`src/rtl/cmdq_pkg.sv`:
```
package cmdq_pkg;
  // Destination of a refill request
  typedef enum logic {
    ROUTE_IRQ = 1'b0,
    ROUTE_DMA = 1'b1
  } refill_route_e;
endpackage

```
`src/rtl/cmdq_store.sv`:
```
module cmdq_store #(
  parameter int DATA_W = 32,
  parameter int DEPTH  = 4,
  localparam int BE_W  = DATA_W / 8,
  localparam int IDX_W = $clog2(DEPTH)
) (
  input  logic              clk,
  input  logic              we,
  input  logic [IDX_W-1:0]  waddr,
  input  logic [DATA_W-1:0] wdata,
  input  logic [BE_W-1:0]   wbe,
  input  logic [IDX_W-1:0]  raddr,
  output logic [DATA_W-1:0] rdata
);
  logic [DATA_W-1:0] slots [DEPTH];
  logic [DATA_W-1:0] merged;

  // Bytes without an enable are written as zero
  for (genvar b = 0; b < BE_W; b++) begin : g_byte
    assign merged[8*b +: 8] = wbe[b] ? wdata[8*b +: 8] : 8'h00;
  end

  always_ff @(posedge clk) begin
    if (we) slots[waddr] <= merged;
  end

  assign rdata = slots[raddr];
endmodule

```
`src/rtl/cmdq_ptrs.sv`:
```
module cmdq_ptrs #(
  parameter int DEPTH  = 4,
  localparam int IDX_W = $clog2(DEPTH),
  localparam int CNT_W = $clog2(DEPTH + 1)
) (
  input  logic             clk,
  input  logic             rst,
  input  logic             push_req,
  input  logic             pop_req,
  output logic             push_ok,
  output logic             full,
  output logic             empty,
  output logic [IDX_W-1:0] rd_idx,
  output logic [IDX_W-1:0] wr_idx,
  output logic [CNT_W-1:0] count
);
  assign full    = (count == CNT_W'(DEPTH));
  assign empty   = (count == '0);
  assign push_ok = push_req && !full;
  // Push slot derived from read index plus occupancy (power-of-two wrap)
  assign wr_idx  = rd_idx + count[IDX_W-1:0];

  always_ff @(posedge clk) begin
    if (rst) begin
      rd_idx <= '0;
      count  <= '0;
    end else begin
      if (pop_req) rd_idx <= rd_idx + 1'b1;
      case ({push_ok, pop_req})
        2'b10:   count <= count + 1'b1;
        2'b01:   count <= count - 1'b1;
        default: count <= count;
      endcase
    end
  end
endmodule

```
`src/rtl/cmdq_flags.sv`:
```
module cmdq_flags (
  input  logic clk,
  input  logic rst,
  input  logic triggered,
  input  logic empty,
  input  logic push_drop,
  input  logic uflow_clr,
  input  logic ovfl_clr,
  output logic uflow_flag,
  output logic ovfl_flag
);
  always_ff @(posedge clk) begin
    if (rst) begin
      uflow_flag <= 1'b0;
      ovfl_flag  <= 1'b0;
    end else begin
      if (triggered && empty) uflow_flag <= 1'b1;
      else if (uflow_clr)     uflow_flag <= 1'b0;
      if (push_drop)          ovfl_flag  <= 1'b1;
      else if (ovfl_clr)      ovfl_flag  <= 1'b0;
    end
  end
endmodule

```
`src/rtl/cmdq_req.sv`:
```
module cmdq_req
  import cmdq_pkg::*;
(
  input  logic fill_en,
  input  logic dma_sel,
  input  logic full,
  output logic refill_irq,
  output logic refill_dma
);
  refill_route_e route;
  logic          want;

  assign route      = refill_route_e'(dma_sel);
  assign want       = fill_en && !full;
  assign refill_irq = want && (route == ROUTE_IRQ);
  assign refill_dma = want && (route == ROUTE_DMA);
endmodule

```
`src/rtl/cmd_ring_fifo.sv`:
```
module cmd_ring_fifo #(
  parameter int DATA_W = 32,
  parameter int DEPTH  = 4,
  localparam int BE_W  = DATA_W / 8,
  localparam int IDX_W = $clog2(DEPTH),
  localparam int CNT_W = $clog2(DEPTH + 1)
) (
  input  logic              clk,
  input  logic              rst,
  input  logic              push_en,
  input  logic [DATA_W-1:0] push_data,
  input  logic [BE_W-1:0]   push_be,
  input  logic              xfer_done,
  input  logic              triggered,
  input  logic              fill_en,
  input  logic              dma_sel,
  input  logic              uflow_clr,
  input  logic              ovfl_clr,
  output logic              xfer_valid,
  output logic [DATA_W-1:0] xfer_data,
  output logic [IDX_W-1:0]  rd_idx,
  output logic [CNT_W-1:0]  count,
  output logic              refill_irq,
  output logic              refill_dma,
  output logic              uflow_flag,
  output logic              ovfl_flag
);
  logic             push_ok, full, empty, pop;
  logic [IDX_W-1:0] wr_idx;

  assign xfer_valid = triggered && !empty && !uflow_flag;
  assign pop        = xfer_done && xfer_valid;

  cmdq_ptrs #(.DEPTH(DEPTH)) u_ptrs (
    .clk(clk), .rst(rst), .push_req(push_en), .pop_req(pop),
    .push_ok(push_ok), .full(full), .empty(empty),
    .rd_idx(rd_idx), .wr_idx(wr_idx), .count(count)
  );

  cmdq_store #(.DATA_W(DATA_W), .DEPTH(DEPTH)) u_store (
    .clk(clk), .we(push_ok), .waddr(wr_idx), .wdata(push_data),
    .wbe(push_be), .raddr(rd_idx), .rdata(xfer_data)
  );

  cmdq_flags u_flags (
    .clk(clk), .rst(rst), .triggered(triggered), .empty(empty),
    .push_drop(push_en && full), .uflow_clr(uflow_clr), .ovfl_clr(ovfl_clr),
    .uflow_flag(uflow_flag), .ovfl_flag(ovfl_flag)
  );

  cmdq_req u_req (
    .fill_en(fill_en), .dma_sel(dma_sel), .full(full),
    .refill_irq(refill_irq), .refill_dma(refill_dma)
  );
endmodule

```
`config.mk`:
```
export PLATFORM = sky130hd
export DESIGN_NAME = cmd_ring_fifo
export DESIGN_NICKNAME = d
export VERILOG_FILES = /design/src/rtl/cmdq_pkg.sv /design/src/rtl/cmdq_store.sv /design/src/rtl/cmdq_ptrs.sv /design/src/rtl/cmdq_flags.sv /design/src/rtl/cmdq_req.sv /design/src/rtl/cmd_ring_fifo.sv
export SDC_FILE = /design/constraint.sdc
export NUM_CORES = 1
export LEC_CHECK = 0
export BUFFER_PORTS_ARGS = -buffer_cell sky130_fd_sc_hd__buf_2
export CAP_MARGIN = 20
export CORE_MARGIN = 4
export CORE_UTILIZATION = 31
export CTS_BUF_LIST = sky130_fd_sc_hd__clkbuf_8
export CTS_CLUSTER_SIZE = 8
export DETAILED_ROUTE_END_ITERATION = 8
export GPL_TIMING_DRIVEN = 0
export PLACE_DENSITY = 0.5
export SLEW_MARGIN = 20
export SYNTH_ARGS = -nofsm -noshare
export SYNTH_HDL_FRONTEND = slang
export SYNTH_HIERARCHICAL = 1
export SYNTH_SLANG_ARGS = --single-unit
```
`constraint.sdc`:
```
create_clock -name clk -period 6.74 [get_ports clk]
set_input_delay 1.348 -clock clk [delete_from_list [all_inputs] [get_ports clk]]
set_output_delay 1.348 -clock clk [all_outputs]
set_load 0.01 [all_outputs]
```
# Yosys cells after proc, flatten, opt, wreduce, memory -nomap -nowiden
# Memories as Yosys holds them, arrays and structs flattened. A register that Yosys moved wholly into a read port is not among the register bits.
# Index checks and enable logic that the tools add are counted.
# Widths: inputs -> output; s select.
[totals] reg_bits=7 ram_bits=128 output_inout_bits=42 elab_cells=42 n_memories=1
[op_classes] addsub=4 n_eq_ne=3 n_mux=13 bitwise=1 n_reduce_logical=16
[mem_list] name="u_store.slots" depth=4 width=32 rd=1 rd_ports_with_merged_regs=1 write_ports=1 line="cmdq_store.sv:15" rtl="logic [DATA_W-1:0] slots [DEPTH];"
[ops] operator="$mux 8" n=4
[ops] operator="$logic_and 1x1->1" n=9
[ops] operator="$mux 1" n=6
[ops] operator="$pmux 3 s2" n=1
[ops] operator="$reduce_bool 2->1" n=3
[ops] operator="$mux 2" n=2
[ops] operator="$add 3x1->3 const B" n=1
[ops] operator="$eq 3x3->1 const B" n=1
[ops] operator="$logic_not 1->1" n=3
[ops] operator="$logic_not 3->1" n=1
[ops] operator="$sub 3x1->3 const B" n=1
[ops] operator="$add 2x1->2 const B" n=1
[ops] operator="$add 2x2->2" n=1
[ops] operator="$eq 2x1->1 const B" n=1
[ops] operator="$eq 2x2->1 const B" n=1
[ops] operator="$not 1->1" n=1

# Logic depth before layout (Yosys ltp)
# Gate-level depths: netlist of run 1.
[logic_depth] word_depth=7 depth_mapped=9

# Modules after synthesis
# Netlist of run 1, hierarchy kept.
[by_module_without_submodules] mod="cmdq_store" instances=1 cells_per_inst=203 area_each_um2=4889.7 seq_area_each_um2=3843.7
[by_module_without_submodules] mod="cmdq_ptrs" instances=1 cells_per_inst=31 area_each_um2=276.5 seq_area_each_um2=100.1
[by_module_without_submodules] mod="cmdq_flags" instances=1 cells_per_inst=8 area_each_um2=70.1 seq_area_each_um2=40.0
[by_module_without_submodules] mod="cmd_ring_fifo" instances=1 cells_per_inst=3 area_each_um2=26.3 seq_area_each_um2=0.0
[by_module_without_submodules] mod="cmdq_req" instances=1 cells_per_inst=2 area_each_um2=21.3 seq_area_each_um2=0.0

# Least setup slack after synthesis of run 1
# No wires, ideal clock.
[synth_timing] kind="input-to-reg" from="in push_en" to="mem u_store.slots[0][0], enable pin" setup_ns=0.468 t_arrival_ns=3.939 slack_ns=2.333 cell_stages=2 path_cell_list="nor2b_1 nor3b_1"
[synth_via] elab_chain_cells=3
[synth_rtl] item="start, declared" line="cmd_ring_fifo.sv:10" rtl="input logic push_en,"
[synth_rtl] item="$logic_and 1x1->1" line="cmdq_ptrs.sv:19" rtl="assign push_ok = push_req && !full;"
[synth_rtl] item="$mux 1" line="cmdq_store.sv:24" rtl="if (we) slots[waddr] <= merged;"
[synth_rtl] item="$mux 1 (not written as such)" line="cmdq_store.sv:24"
[synth_rtl] item="end, declared" line="cmdq_store.sv:15"
# Every way passes these cells.

==> results of run 1 <==
registers in the layout (all words and copies together) (netlist names):
name                count
u_flags/uflow_flag      1
u_flags/ovfl_flag       1
u_store/slots         128
u_ptrs/rd_idx           2
u_ptrs/count            3
area by class of cell:
class	instances	area (sq um)	area share (%)
sequential	135	3980	61.1
multi-input combinational	101	1210	18.5
timing repair buffer	93	532	8.16
clock buffer	21	289	4.43
tap	220	275	4.22
clock inverter	11	131	2.01
buffer	7	86.3	1.32
inverter	4	15.0	0.230
logic make-up after synthesis:
| group | Yosys count |
|---|---|
| buffers and inverters | 11 |
| AOI/OAI and AO/OA | 5 |
| adders and majority gates | 3 |
| xor gates and xnor gates | 6 |
| muxes | 32 |
| DFF | 135 |
| and+or+nand+nor | 55 |
cell usage after synthesis:
cell type,instances,area [sq um]
or3_1,1,6.26
xnor2_1,3,26.3
and2_1,33,206
nor3b_1,2,15.0
nor3b_2,1,12.5
edfxtp_1,128,3840
xor2_1,3,26.3
and3b_1,3,26.3
mux4_1,2,52.6
o21ai_0,1,5.00
fa_1,1,20.0
buf_2,3,15.0
nor3_1,1,5.00
nand2b_1,3,18.8
nor2_1,5,18.8
and4bb_2,1,12.5
mux4_2,30,676
buf_12,3,60.1
dfxtp_1,7,140
nor2b_1,1,6.26
nand2_1,2,7.51
and3_1,2,12.5
inv_1,4,15.0
ha_1,2,25.0
buf_6,1,11.3
a21oi_1,4,20.0
through the flow:
| step | area (sq um) | hold WS, ns |
|---|---|---|
| after floorplan | 5280 | 0.487 |
| after global placement | 5990 | 0.463 |
| after detailed placement | 6100 | 0.470 |
| after CTS | 6520 | 0.486 |
| after global routing | 6520 | 0.515 |
| final | 6520 | 0.480 |
power by group through the flow:
| stage | registers (mW) | clock network (mW) | logic, mW |
|---|---|---|---|
| final | 1.07 | 0.688 | 0.363 |
| after global routing | 1.07 | 0.752 | 0.401 |
| after CTS | 1.07 | 0.713 | 0.379 |
| after detailed placement | 1.09 | 0 | 0.377 |
| after global placement | 1.09 | 0 | 0.346 |
| after floorplan | 1.08 | 0 | 0.212 |
path summary, 6_finish.rpt:
kind,cells past startpoint,start,slack (ns),endpoint
max,4,u_ptrs/rd_idx[0],3.46,xfer_data[3]
min,2,u_flags/ovfl_flag,0.48,u_flags/ovfl_flag
max reg2reg,6,u_ptrs/count[1],4.47,u_store/slots[0][21]
min reg2reg,2,u_flags/ovfl_flag,0.48,u_flags/ovfl_flag
worst max-delay path, stage by stage (launching register included):
cell	delay (ns)
dfxtp_1	0.46
buf_6	0.19
buf_12	0.16
mux4_2	0.52
buf_2	0.16
layer usage:
layer	track usage, %	wire length [microns]	vias to the layer above
met5	0	21	-
met4	5.15	213	4
met3	4.69	706	22
met2	18.8	5280	72
met1	13.6	4280	1312
li1	-	-	1224
==> impl_metrics.json, run 1 <==
{
  "yosys.area_share.simple_pct": 6.58,
  "fin_crit_sh_pct": 48.7,
  "max_freq_ghz": 0.305,
  "fp.coreArea_sq_um": 16600,
  "dp_slack_ns": 3.62,
  "die_w_microns": 139,
  "num_vias": 2634,
  "seq_area_frac_synth_pct": 75.4,
  "syn_nets": 295,
  "ys_warn_count": 6,
  "track_usage_pct": 11.6,
  "maxCapViolCount": 0,
  "ir_drop_v": 0.000117,
  "ant_nets": 0,
  "switching_share_pct": 24.0,
  "syn_area_per_cell_sq_um": 21.4,
  "drt-total-wl_microns": 10500,
  "synth_compound_gate_area_share_pct": 0.474,
  "viasPerCell": 4.45,
  "io_pins": 87,
  "combPwrFrac_pct": 17.1,
  "synth_xor_area_share_pct": 0.995,
  "synthMuxAreaShare_pct": 13.8,
  "nNetsFinal": 407,
  "slew_viol_final": 0,
  "p_seq_share_pct": 50.4,
  "worst_slack_ns": 3.46,
  "drc_errors": 0,
  "period_needed_ns": 3.28,
  "fin_setup_tns_ns": 0,
  "start_kind": "register",
  "synth_area_sq_um": 5280,
  "wire_per_inst_microns": 17.7,
  "routabilityCongestion": 0.708,
  "syn_inst": 247,
  "antenna_found_initial": 2,
  "p_clk_share_pct": 32.5,
  "grt_pass1_vias": 2963,
  "htree_levels": 4,
  "setup_viol": 0,
  "final_cells": 592,
  "clock_sinks": 135,
  "slew_headroom_pct": 58.5,
  "drive_gt1_share_pct": 44.4,
  "worstSkewPairLatency_ns": 0.44,
  "hold_viol": 0,
  "drt_first_pass_iters": 4,
  "numCtsBuffers": 17,
  "cp_data_required_time_ns": 5.39,
  "powerDensity_nw_per_um2": 325,
  "ctsResizeCount": 0,
  "p_sw_mw": 0.508,
  "final_util_pct": 39.2,
  "grt_pass1_wl_microns": 16400,
  "clkSlewWorstSetupHoldPaths_ns": 0.07,
  "die-area_sq_um": 19200,
  "detailed_place_hpwl_microns": 7070,
  "fin_worst_skew_ns": 0.00860,
  "cts_setup_buffers": 0,
  "p_leak_nw": 2.31,
  "synth_cell_types": 26,
  "cts_tree": "built",
  "rsz0062_at_grt": "no",
  "num_rows": 47,
  "dp_cells": 560,
  "cts_hold_buf": 0,
  "synthAdderAreaFrac_pct": 0.852,
  "ys_seq_elements": 135,
  "synth_top_family_by_area": "multiplexers",
  "grt_overflow_total": 0,
  "worstPathArrival_ns": 1.94,
  "portBuffers": 86,
  "first_iter_violations": 149,
  "clock-root-buffer": "clkbuf_8",
  "die_y_microns": 139,
  "total_power_mw": 2.12,
  "cp-end-kind": "output pin",
  "worst_slew_pin_slew_ns": 0.619,
  "nFillCells": 1518,
  "areaGrowthSynthToFinish_pct": 23.4,
  "start_util_pct": 31.7,
  "final_common_cell": "edfxtp_1",
  "status": "complete, no violations",
  "p_int_mw": 1.61,
  "hold_path.class": "register to register",
  "antenna_cells": 0,
  "path_class": "register to output pin",
  "cts.path.max_buffers": 2,
  "layout_common_cells": "edfxtp_1, buf_2, and2_1",
  "cp_max_fo": 10,
  "grt_max_degree": 25
}
Power figures use the tool's default switching activity.
==> run 2: changes to the inputs <==
PLACE_DENSITY = 0.52   (was 0.5)
clock period = 2.8 ns   (was 6.74 ns; I/O delays follow)
==> impl_metrics.json, run 2 (same netlist as run 1, synthesis figures left out) <==
{
  "layout_common_cells": "edfxtp_1, buf_2, and2_1",
  "grt_overflow_total": 0,
  "drc_errors": 0,
  "grt_pass1_vias": 2967,
  "cp_data_required_time_ns": 2.24,
  "drt_first_pass_iters": 4,
  "slew_headroom_pct": 65.4,
  "cts_setup_buffers": 0,
  "hold_viol": 0,
  "clock_sinks": 135,
  "largest-register": "u_store/slots",
  "die_y_microns": 139,
  "nNetsFinal": 406,
  "io_pins": 87,
  "grt_pass1_wl_microns": 15700,
  "fin_worst_skew_ns": 0.0153,
  "track_usage_pct": 11.0,
  "numCtsBuffers": 17,
  "areaGrowthSynthToFinish_pct": 23.8,
  "p_leak_nw": 2.31,
  "cp_max_fo": 10,
  "drive_gt1_share_pct": 43.7,
  "met2_usage_pct": 18.2,
  "total_power_mw": 5.12,
  "cts.path.max_buffers": 2,
  "rrSetupSlack_ns": 0.59,
  "slew_viol_final": 0,
  "clkSlewWorstSetupHoldPaths_ns": 0.07,
  "die-area_sq_um": 19200,
  "max_freq_ghz": 0.406,
  "maxCapViolCount": 0,
  "fp.coreArea_sq_um": 16600,
  "num_rows": 47,
  "antenna_cells": 0,
  "htree_levels": 4,
  "status": "complete, no violations",
  "wire_per_inst_microns": 16.8,
  "slowest_delay_ns": 0.54,
  "whs_path_depth": 3,
  "ir_drop_v": 0.000386,
  "path_class": "register to output pin",
  "grt_use_met3_pct": 4.24,
  "start_util_pct": 31.7,
  "r2r_cells": 8,
  "final_common_cell": "edfxtp_1",
  "hold_path.class": "primary input to register",
  "fin_setup_tns_ns": 0,
  "antenna_found_initial": 0,
  "rsz0062_at_grt": "no",
  "use_met1_pct": 13.0,
  "viasPerCell": 4.48,
  "cts_hold_buf": 0,
  "worstPathArrival_ns": 1.90,
  "first_iter_violations": 121,
  "setup_viol": 0,
  "largest_reg_flops": 128,
  "largestRegisters": "u_store/slots (128), u_ptrs/count (3), u_ptrs/rd_idx (2)",
  "detailed_place_hpwl_microns": 6600,
  "powerDensity_nw_per_um2": 783,
  "die_w_microns": 139,
  "start_kind": "register",
  "cp-end-kind": "output pin",
  "fin_crit_sh_pct": 88.0,
  "worst_slew_pin_slew_ns": 0.519,
  "portBuffers": 86,
  "ctsResizeCount": 0,
  "nFillCells": 1558,
  "period_needed_ns": 2.46,
  "grt_max_degree": 19,
  "worstPathCellList": "buf_6 > buf_12 > mux4_2 > buf_2",
  "top_usage_layer": "met2",
  "slowest_stage": "mux4_2",
  "drt-total-wl_microns": 9960,
  "cts_tree": "built",
  "worstSkewPairLatency_ns": 0.43,
  "num_vias": 2645,
  "routabilityCongestion": 0.694,
  "clock-root-buffer": "clkbuf_8",
  "ant_nets": 0
}
-- run 2: path summary, 6_finish.rpt --
check                                        from                 end
worst max-delay path             u_ptrs/rd_idx[0]        xfer_data[4]
worst min-delay path                    triggered  u_flags/uflow_flag
worst max register to register    u_ptrs/count[0]     u_ptrs/count[2]
worst min register to register  u_flags/ovfl_flag   u_flags/ovfl_flag
-- run 2: where the power goes --
group          switching, mW  internal, mW  leakage (nW)  total, mW
combinational          0.466         0.421         0.838      0.887
sequential            0.0607          2.50          1.26       2.56
clock                  0.715         0.959         0.212       1.67
total                   1.24          3.88          2.31       5.12
-- run 2: per-stage QoR --
step	hold slack, ns	setup slack, ns	utilization (%)	instances	instance area, sq um
after floorplan	0.487	0.149	-	247	5290
after global placement	0.473	-1.02	36.0	553	5990
after detailed placement	0.475	0.570	36.8	559	6120
after CTS	0.359	0.267	39.3	591	6540
after global routing	0.357	0.191	39.3	591	6540
final	0.400	0.336	39.3	591	6540
-- run 2: critical path, delay by kind of cell (launching register included) --
kind | cells | cell delay, ns
buffers and inverters | 3 | 0.51
flip-flops | 1 | 0.43
multiplexers | 1 | 0.54
-- run 2: layout make-up --
class / count / area (sq um) / area share (%)
sequential: 135 / 3980 / 60.9
buffer: 7 / 86.3 / 1.32
tap: 220 / 275 / 4.21
clock inverter: 15 / 185 / 2.83
multi-input combinational: 101 / 1210 / 18.5
clock buffer: 17 / 234 / 3.58
inverter: 4 / 15.0 / 0.229
timing repair buffer: 92 / 551 / 8.41
-- run 2: routing by layer --
| metal | up-vias | part of all wire (%) |
|---|---|---|
| met5 | - | 0 |
| met2 | 79 | 52 |
| met3 | 6 | 5.8 |
| met1 | 1342 | 42 |
| met4 | 0 | 0.88 |
| li1 | 1218 | - |
==> run 3: changes to the inputs <==
CORE_UTILIZATION = 52   (was 31)
PLACE_DENSITY = 0.78   (was 0.52)
==> impl_metrics.json, run 3 (same netlist as run 1, synthesis figures left out) <==
{
  "cts_hold_buf": 0,
  "fin_setup_tns_ns": 0,
  "die_y_microns": 109,
  "track_usage_pct": 17.9,
  "whs_ns": 0.390,
  "worstPathArrival_ns": 1.90,
  "routabilityCongestion": 0.721,
  "p_seq_share_pct": 51.4,
  "cts.path.max_buffers": 2,
  "clock_sinks": 135,
  "grt_pass1_wl_microns": 15300,
  "ant_nets": 0,
  "largest-register": "u_store/slots",
  "p_clk_share_pct": 31.1,
  "areaGrowthSynthToFinish_pct": 20.9,
  "largestRegisters": "u_store/slots (128), u_ptrs/count (3), u_ptrs/rd_idx (2)",
  "fin_crit_sh_pct": 87.9,
  "switching_share_pct": 25.7,
  "largest_reg_flops": 128,
  "num_vias": 2677,
  "hold_path.class": "primary input to register",
  "ir_drop_v": 0.000594,
  "die-area_sq_um": 11800,
  "slew_viol_final": 0,
  "maxCapViolCount": 0,
  "seqCellArea_sq_um": 3980,
  "drt_first_pass_iters": 4,
  "final_common_cell": "edfxtp_1",
  "grt_max_degree": 23,
  "cts_tree": "built",
  "antenna_found_initial": 1,
  "ctsResizeCount": 0,
  "num_rows": 36,
  "nNetsFinal": 406,
  "cp_max_fo": 10,
  "first_iter_violations": 115,
  "detailed_place_hpwl_microns": 6200,
  "path_class": "register to output pin",
  "powerDensity_nw_per_um2": 781,
  "clock-root-buffer": "clkbuf_8",
  "max_freq_ghz": 0.406,
  "htree_levels": 4,
  "drt-total-wl_microns": 9480,
  "nFillCells": 737,
  "r2r-start": "u_ptrs/count[0]",
  "p_sw_mw": 1.28,
  "r2r_cells": 8,
  "start_util_pct": 53.8,
  "cp-end-kind": "output pin",
  "portBuffers": 86,
  "p_int_mw": 3.71,
  "min_to": "u_flags/uflow_flag",
  "grt_overflow_total": 0,
  "numCtsBuffers": 17,
  "cp_data_required_time_ns": 2.24,
  "whs_path_depth": 2,
  "viasPerCell": 5.31,
  "setup_viol": 0,
  "fin_worst_skew_ns": 0.0112,
  "r2r_end": "u_ptrs/count[2]",
  "period_needed_ns": 2.46,
  "layout_common_cells": "edfxtp_1, buf_2, and2_1",
  "grt_pass1_vias": 2877,
  "rrSetupSlack_ns": 0.63,
  "start_kind": "register",
  "antenna_cells": 0,
  "fp.coreArea_sq_um": 9820,
  "drive_gt1_share_pct": 45.0,
  "cts_setup_buffers": 0,
  "worstSkewPairLatency_ns": 0.43,
  "multi_input_area_sq_um": 1210,
  "slew_headroom_pct": 67.4,
  "wire_per_inst_microns": 18.8,
  "status": "complete, no violations",
  "io_pins": 87,
  "p_leak_nw": 2.28,
  "combPwrFrac_pct": 17.4,
  "worst_slew_pin_slew_ns": 0.489,
  "hold_viol": 0,
  "rsz0062_at_grt": "no",
  "clkSlewWorstSetupHoldPaths_ns": 0.07,
  "drc_errors": 0,
  "die_w_microns": 109,
  "min-delay-start": "rst"
}
[run 3: cell types whose count changed in the layout (fill, tap and decap cells not counted), sizes merged]
cell      previous run  this run
bufinv               4         2
clkinvlp             2         3
inv                  8         5
clkinv               5         9
[run 3: metrics by stage]
stage | instances | power (mW) | worst slack (ns) | cell area, sq um | util, %
final | 504 | 4.99 | 0.340 | 6390 | 65.0
after global routing | 504 | 5.22 | 0.222 | 6390 | 65.0
after CTS | 504 | 5.04 | 0.285 | 6390 | 65.0
after detailed placement | 472 | 3.50 | 0.561 | 6000 | 61.1
after global placement | 466 | 3.41 | -0.780 | 5890 | 59.9
after floorplan | 247 | 3.11 | 0.149 | 5290 | -
[run 3: area by class of cell]
| type | count | area share (%) |
|---|---|---|
| plain buffers | 7 | 1.35 |
| clock buffers | 17 | 3.66 |
| clock inverters | 15 | 2.43 |
| inverters | 4 | 0.235 |
| multi-input cells | 101 | 19.0 |
| flip-flops and latches | 135 | 62.4 |
| well taps | 133 | 2.61 |
| repair buffers | 92 | 8.33 |
[run 3: how the worst max path moves through the flow]
stage	start	end	slack, ns	cells after the start
2_1_floorplan	u_ptrs/rd_idx[0]	u_store/slots[0][0]	0.15	4
3_3_place_gp	u_ptrs/rd_idx[0]	u_store/slots[0][25]	-0.78	4
3_5_place_dp	triggered	u_ptrs/count[2]	0.56	8
4_1_cts	u_ptrs/rd_idx[0]	xfer_data[2]	0.29	4
5_1_grt	u_ptrs/rd_idx[0]	xfer_data[2]	0.22	4
6_report	u_ptrs/rd_idx[0]	xfer_data[2]	0.34	4
[run 3: layer usage]
layer  global-route usage (%)  vias to the layer above  part of all wire (%)
li1                         -                     1223                     -
met1                     22.4                     1358                    41
met2                     29.8                       83                    52
met3                     6.22                       11                   5.1
met4                     5.59                        2                  0.85
met5                        0                        -                  0.14
[run 3: critical path, cell delays in order (launching register included)]
cell     delay, ns
dfxtp_1       0.44
buf_6         0.19
buf_12        0.16
mux4_2        0.52
buf_2         0.16
[run 3: power groups by stage]
stage	logic [mW]	clock network [mW]	registers [mW]
CTS	0.895	1.58	2.57
detailed placement	0.889	0	2.61
global route	0.951	1.68	2.59
finish	0.869	1.55	2.57
global placement	0.801	0	2.61
floorplan	0.514	0	2.60
